[config.mk]
export PLATFORM = sky130hd
export DESIGN_NAME = i2c_stop_seq
export DESIGN_NICKNAME = d
export VERILOG_FILES = /design/src/rtl/i2c_stop_pkg.sv /design/src/rtl/i2c_line_sync.sv /design/src/rtl/i2c_brg_count.sv /design/src/rtl/i2c_bus_mon.sv /design/src/rtl/i2c_stop_seq.sv
export SDC_FILE = /design/constraint.sdc
export NUM_CORES = 1
export LEC_CHECK = 0
export ABC_AREA = 1
export BUFFER_PORTS_ARGS = -buffer_cell sky130_fd_sc_hd__buf_4
export CAP_MARGIN = 20
export CORE_MARGIN = 8
export CORE_UTILIZATION = 50
export DETAILED_ROUTE_END_ITERATION = 12
export GPL_ROUTABILITY_DRIVEN = 1
export PLACE_DENSITY = 0.82
export SYNTH_ARGS = -nofsm -noshare
export SYNTH_HDL_FRONTEND = slang
export SYNTH_HIERARCHICAL = 1
export SYNTH_SLANG_ARGS = --single-unit
[constraint.sdc]
create_clock -name clk -period 3.7 [get_ports clk]
set_input_delay 0.37 -clock clk [delete_from_list [all_inputs] [get_ports clk]]
set_output_delay 0.37 -clock clk [all_outputs]
set_load 0.02 [all_outputs]
[src/rtl/i2c_stop_pkg.sv]
// Package: shared types for the stop sequencer.
// Assumes: nothing; pure type definitions.
package i2c_stop_pkg;
    typedef enum logic [2:0] {
        PH_IDLE,      // nothing driven
        PH_HOLD_SCL,  // pulling SCL low, waiting to see it low
        PH_SDA_LOW,   // pulling SDA low, waiting to see it low
        PH_LOW_WAIT,  // one counter period with both lines low
        PH_SCL_HIGH,  // SCL released, counting while it reads high
        PH_SDA_RISE   // SDA released, waiting for both lines high
    } phase_t;
endpackage

[src/rtl/i2c_line_sync.sv]
// Module: multi-bit two-stage synchroniser for bus line levels.
// Assumes: idle lines are high, so the stages reset to 1.
module i2c_line_sync #(
    parameter int WIDTH  = 2,
    parameter int STAGES = 2
) (
    input  logic             clk,
    input  logic             rst_n,
    input  logic [WIDTH-1:0] async_in,
    output logic [WIDTH-1:0] sync_out
);
    for (genvar b = 0; b < WIDTH; b++) begin : g_bit
        logic [STAGES-1:0] chain;
        // shift the raw level through the stage chain
        always_ff @(posedge clk) begin
            if (!rst_n) chain <= '1;
            else        chain <= {chain[STAGES-2:0], async_in[b]};
        end
        assign sync_out[b] = chain[STAGES-1];
    end
endmodule

[src/rtl/i2c_brg_count.sv]
// Module: baud-rate counter with reload, run-enable and zero flag.
// Assumes: load has priority over run; the count holds while run is low.
module i2c_brg_count #(
    parameter int CW = 8
) (
    input  logic          clk,
    input  logic          rst_n,
    input  logic [CW-1:0] reload,
    input  logic          load,
    input  logic          run,
    output logic          zero
);
    logic [CW-1:0] cnt;

    // reload on request, otherwise count down toward zero while enabled
    always_ff @(posedge clk) begin
        if (!rst_n)                 cnt <= '0;
        else if (load)              cnt <= reload;
        else if (run && cnt != '0)  cnt <= cnt - 1'b1;
    end

    assign zero = (cnt == '0);
endmodule

[src/rtl/i2c_bus_mon.sv]
// Module: START/STOP event monitor on synchronised line levels.
// Assumes: inputs are already synchronised to clk; lines idle high.
module i2c_bus_mon (
    input  logic clk,
    input  logic rst_n,
    input  logic scl_s,
    input  logic sda_s,
    output logic start_seen,
    output logic stop_seen,
    output logic stop_evt
);
    logic sda_prev;
    logic start_evt;

    // remember the previous SDA sample for edge detection
    always_ff @(posedge clk) begin
        if (!rst_n) sda_prev <= 1'b1;
        else        sda_prev <= sda_s;
    end

    assign stop_evt  = scl_s &  sda_s & ~sda_prev;
    assign start_evt = scl_s & ~sda_s &  sda_prev;

    // each event sets its own status bit and clears the other one
    always_ff @(posedge clk) begin
        if (!rst_n) begin
            start_seen <= 1'b0;
            stop_seen  <= 1'b0;
        end else if (stop_evt) begin
            start_seen <= 1'b0;
            stop_seen  <= 1'b1;
        end else if (start_evt) begin
            start_seen <= 1'b1;
            stop_seen  <= 1'b0;
        end
    end
endmodule

[src/rtl/i2c_stop_seq.sv]
// Module: I2C master STOP condition sequencer (top).
// Every phase waits for the synchronised line level before it advances.
// Assumes: scl_in/sda_in are wired-AND bus levels; strobes are one clock wide.
module i2c_stop_seq
    import i2c_stop_pkg::*;
#(
    parameter int BRG_W  = 8,
    parameter int DATA_W = 8
) (
    input  logic              clk,
    input  logic              rst_n,
    input  logic [BRG_W-1:0]  brg_reload,
    input  logic              stop_go,
    input  logic              buf_we,
    input  logic [DATA_W-1:0] buf_wdata,
    input  logic              coll_clr,
    input  logic              irq_clr,
    input  logic              scl_in,
    input  logic              sda_in,
    output logic              scl_pd,
    output logic              sda_pd,
    output logic              stop_busy,
    output logic              start_seen,
    output logic              stop_seen,
    output logic              wr_coll,
    output logic              irq_flag,
    output logic [DATA_W-1:0] tx_buf
);
    localparam int SYNC_STAGES = 2;

    phase_t     phase, phase_nx;
    logic [1:0] lines_s;
    logic       scl_s, sda_s;
    logic       brg_load, brg_run, brg_zero;
    logic       seq_done, stop_evt;

    i2c_line_sync #(.WIDTH(2), .STAGES(SYNC_STAGES)) u_sync (
        .clk      (clk),
        .rst_n    (rst_n),
        .async_in ({scl_in, sda_in}),
        .sync_out (lines_s)
    );
    assign scl_s = lines_s[1];
    assign sda_s = lines_s[0];

    i2c_brg_count #(.CW(BRG_W)) u_brg (
        .clk    (clk),
        .rst_n  (rst_n),
        .reload (brg_reload),
        .load   (brg_load),
        .run    (brg_run),
        .zero   (brg_zero)
    );

    i2c_bus_mon u_mon (
        .clk        (clk),
        .rst_n      (rst_n),
        .scl_s      (scl_s),
        .sda_s      (sda_s),
        .start_seen (start_seen),
        .stop_seen  (stop_seen),
        .stop_evt   (stop_evt)
    );

    // next phase, counter control and completion detection
    always_comb begin
        phase_nx = phase;
        brg_load = 1'b0;
        brg_run  = 1'b0;
        seq_done = 1'b0;
        unique case (phase)
            PH_IDLE:     if (stop_go) phase_nx = PH_HOLD_SCL;
            PH_HOLD_SCL: if (!scl_s) phase_nx = PH_SDA_LOW;
            PH_SDA_LOW: if (!sda_s) begin
                phase_nx = PH_LOW_WAIT;
                brg_load = 1'b1;
            end
            PH_LOW_WAIT: begin
                brg_run = 1'b1;
                if (brg_zero) begin
                    phase_nx = PH_SCL_HIGH;
                    brg_load = 1'b1;
                end
            end
            PH_SCL_HIGH: begin
                brg_run = scl_s;
                if (brg_zero && scl_s) phase_nx = PH_SDA_RISE;
            end
            PH_SDA_RISE: if (sda_s && scl_s) begin
                phase_nx = PH_IDLE;
                seq_done = 1'b1;
            end
            default: phase_nx = PH_IDLE;
        endcase
    end

    // phase register
    always_ff @(posedge clk) begin
        if (!rst_n) phase <= PH_IDLE;
        else        phase <= phase_nx;
    end

    // registered open-drain pull-down enables per phase
    always_ff @(posedge clk) begin
        if (!rst_n) begin
            scl_pd <= 1'b0;
            sda_pd <= 1'b0;
        end else begin
            scl_pd <= (phase_nx == PH_HOLD_SCL) || (phase_nx == PH_SDA_LOW) ||
                      (phase_nx == PH_LOW_WAIT);
            sda_pd <= (phase_nx == PH_SDA_LOW) || (phase_nx == PH_LOW_WAIT) ||
                      (phase_nx == PH_SCL_HIGH);
        end
    end

    // stop-enable bit: set by software when idle, cleared on completion
    always_ff @(posedge clk) begin
        if (!rst_n)                          stop_busy <= 1'b0;
        else if (seq_done)                   stop_busy <= 1'b0;
        else if (stop_go && phase == PH_IDLE) stop_busy <= 1'b1;
    end

    // sticky interrupt flag, set wins over clear
    always_ff @(posedge clk) begin
        if (!rst_n)        irq_flag <= 1'b0;
        else if (seq_done) irq_flag <= 1'b1;
        else if (irq_clr)  irq_flag <= 1'b0;
    end

    // transmit buffer with collision rejection during a sequence
    always_ff @(posedge clk) begin
        if (!rst_n) begin
            tx_buf  <= '0;
            wr_coll <= 1'b0;
        end else begin
            if (buf_we && stop_busy)       wr_coll <= 1'b1;
            else if (coll_clr)             wr_coll <= 1'b0;
            if (buf_we && !stop_busy)      tx_buf  <= buf_wdata;
        end
    end

    // stop_evt is consumed by the monitor's status bits only
    logic unused_ok;
    assign unused_ok = stop_evt;
endmodule

==> flow_summary_export.csv <==
group,metric,value,unit
status,status,"finished, final reports clean",
worst_hold_path,min_to,"u_sync/g_bit[0].chain[0]",
sta,rsz0062_at_grt,"false",
clocking,cts_root_buf,"clkbuf_4",
sta,whs,200,ps
setup_path,rrSetupSlack,1640,ps
sta,maxSlewViolCount,0,
clocking,cts_sinks,31,
job,maxCapViolations,0,
power_and_ir_drop,p_int,488,uW
clocking,clk_latency,330,ps
route,via_count,1504,
setup_path,r2r_start,"u_brg/cnt[0]",
yosys,synth_seq_cells,31,
final_layout,nNetsFinal,299,
setup_path,r2r_cells,11,
route,wire_per_inst,11.0,um
setup_path,cp_top_family,"simple AND/OR/NAND/NOR gates",
power_and_ir_drop,p_leak,1.02,nW
global_routing,grt_pass1_vias,1348,
clocking,postCtsHoldBufs,0,
setup_path,crit_buf_inv,2,
final_layout,drive_gt1_share,24.5,%
global_routing,antenna_found_initial,0,
power_and_ir_drop,switching_share,27.6,%
route,antenna_left,0,
final_layout,diodes,0,
placed_design,routabilityCongestion,0.959,
setup_path,crit_required,3930,ps
global_routing,overflow,0,
die,die-area,5140,um2
power_and_ir_drop,p_seq_share,53.7,%
yosys,netlist_top_cells_area,"dfxtp_1, nand2_1, nor2_1, nand3_1, inv_1",
worst_hold_path,hold_path_depth,3,
power_and_ir_drop,total_power,674,uW
yosys,syn-num-nets,259,
worst_hold_path,hp-start,"sda_in",
clocking,post_cts_buffers,0,
route,wl,3370,um
die,die_width,71.7,um
sta,max-slew-margin-rel,76.3,%
sta,finalCritPeriodShare,55.6,%
sta,fin_crit,2060,ps
global_routing,grt_max_degree,24,
route,drc,0,
yosys,synth_common_cells,"nand2_1, nor2_1, dfxtp_1",
die,core,3000,um2
yosys,yosysWarnings,6,
yosys,synth-seq-area-share,40.0,%
yosys,synth-edff-count,0,
setup_path,cpMaxStageDelayCell,"dfxtp_1",
die,ios,39,
route,first_iter_violations,101,
setup_path,arrival,2290,ps
setup_path,end_kind,"register",
setup_path,worstReg2RegEnd,"u_brg/cnt[7]",
power_and_ir_drop,comb_power_share,16.7,%
sta,layout_setup_ws,1640,ps
route,wl_met3,193,um
setup_path,crit_fanout,10,
clocking,cts_tree,"yes",
final_layout,fillers,305,
die,initial_core_util,51.6,%
die,die_y,71.7,um
setup_path,crit_chain,"inv_1 -> ha_1 -> nand2_1 -> nor2_1 -> nand2_2 -> nand2_1 -> inv_2 -> nand3_1 -> nor2_1 -> nor2_1 -> nor2_1",
die,rows,20,
setup_path,cp_common_cell,"nor2_1",
placed_design,dp_hpwl,2530,um
setup_path,crit_type,"register to register",
yosys,netlist_instances,233,
setup_path,crit_path_max_incr_delay,320,ps
sta,fmax,0.486,GHz
yosys,synth_top_cell_by_area,"dfxtp_1",
route,wl_met1,1500,um
sta,skew,5.44,ps
clocking,clockBufferDepth,2,
clocking,numCtsBuffers,5,
route,viasPerCell,4.92,
power_and_ir_drop,p_switching,186,uW
yosys,syn_area,1550,um2
sta,setup_tns,0,ps
sta,tightest_slew,354,ps
route,first_pass_iters,4,
power_and_ir_drop,clkPwrFrac,29.7,%
yosys,synth_top_cell_area_share,40.0,%
yosys,ys_types,24,
yosys,avgSynthCellArea,6.65,um2
power_and_ir_drop,pwr_density_cell,355,nW/um2
yosys,yosysMostFrequentCell,"nand2_1",
route,highest_layer,"met4",
yosys,synth_ff_type,"dfxtp_1",
final_layout,area_growth,22.5,%
clocking,clk_pin_slew,90,ps
yosys,async_flop_share,0,%
global_routing,grt_pass1_wl,5750,um
worst_hold_path,hold_class,"input pin to register",
placed_design,io_buffers,38,
sta,hold_viol_final,0,
route,dr_wl_met2,1600,um
power_and_ir_drop,peakVddDrop,0.218,mV
placed_design,pre_cts_slack,1660,ps
setup_path,start_kind,"register",
global_routing,grt_usage,14.2,%
sta,setup_viol,0,
clocking,h-tree-depth,2,
clocking,cts_resized,0,
-- area by class of cell --
type / instances / area, um2 / area share [%]
multi-input combinational: 163 / 767 / 40.4
sequential: 31 / 621 / 32.7
timing repair buffer: 38 / 285 / 15.0
inverter: 34 / 129 / 6.79
clock buffer: 6 / 51.3 / 2.70
tap: 33 / 41.3 / 2.17
clock inverter: 1 / 5.00 / 0.264
-- through the flow --
step           std cells  util (%)  area (um2)
2_1_floorplan        233         -        1550
6_report             306      63.2        1900
3_3_place_gp         299      61.4        1840
3_5_place_dp         299      61.4        1840
4_1_cts              306      63.2        1900
5_1_grt              306      63.2        1900
-- cells by family (layout without fill, tap and decap cells) --
| kind of cell | count (synthesis) | in the layout | share of synthesized area [%] |
|---|---|---|---|
| simple gates | 135 | 135 | 38.6 |
| compound gates | 25 | 25 | 8.72 |
| xor+xnor | 1 | 1 | 0.565 |
| flops | 31 | 31 | 40.0 |
| fa+ha+maj | 2 | 2 | 1.61 |
| buf+inv | 39 | 79 | 10.5 |
-- layer usage --
metal / GRT usage, % / up-vias
met1: 15.5 / 660
met2: 22.9 / 34
li1: - / 804
met4: 8.16 / 0
met5: 0 / -
met3: 5.58 / 6
-- registers in the layout, summed over array words and instances, names as in the netlist --
| register | cells |
|---|---|
| u_mon/stop_seen | 1 |
| u_mon/start_seen | 1 |
| u_mon/sda_prev | 1 |
| u_brg/cnt | 8 |
| stop_busy | 1 |
| phase | 3 |
| scl_pd | 1 |
| irq_flag | 1 |
| sda_pd | 1 |
| u_sync/g_bit.chain | 4 |
| tx_buf | 8 |
| wr_coll | 1 |
-- cells in the final DEF, fill, tap and decap left out --
cell and count:
o21ai_0 12, xnor2_1 1, nor3_1 1, a31o_2 1, nor2_1 40, o21ai_1 2
nor2_2 6, nand4_1 3, inv_2 4, nand2_4 2, buf_4 38, ha_1 2
a21oi_1 8, dfxtp_1 31, inv_1 29, nand2_1 54, clkbuf_4 5, a21oi_2 1
a211oi_1 1, nand3_2 2, nand3_1 22, clkinv_2 2, nand2_2 5, clkbuf_8 1
-- power groups by stage --
| stage | Sequential [mW] | Clock [mW] | Combinational (mW) |
|---|---|---|---|
| floorplan | 0.380 | 0 | 0.0570 |
| global placement | 0.369 | 0 | 0.112 |
| detailed placement | 0.370 | 0 | 0.113 |
| CTS | 0.362 | 0.209 | 0.114 |
| global route | 0.365 | 0.231 | 0.125 |
| finish | 0.362 | 0.200 | 0.112 |
-- worst min-delay path, cell delays in order --
cell and delay, ps:
buf_4 70, inv_1 30, nand2_1 40
-- how the worst max path moves through the flow --
| stage | start | end | slack (ps) | cells after the start |
|---|---|---|---|---|
| after global routing | u_brg/cnt[0] | u_brg/cnt[0] | 1450 | 10 |
| after global placement | u_brg/cnt[0] | u_brg/cnt[1] | 1730 | 11 |
| final | u_brg/cnt[0] | u_brg/cnt[7] | 1640 | 11 |
| after detailed placement | u_brg/cnt[0] | u_brg/cnt[7] | 1660 | 11 |
| after CTS | u_brg/cnt[0] | u_brg/cnt[0] | 1650 | 10 |
| after floorplan | u_brg/cnt[0] | u_brg/cnt[1] | 1820 | 12 |
(Power assumes the default switching activity.)
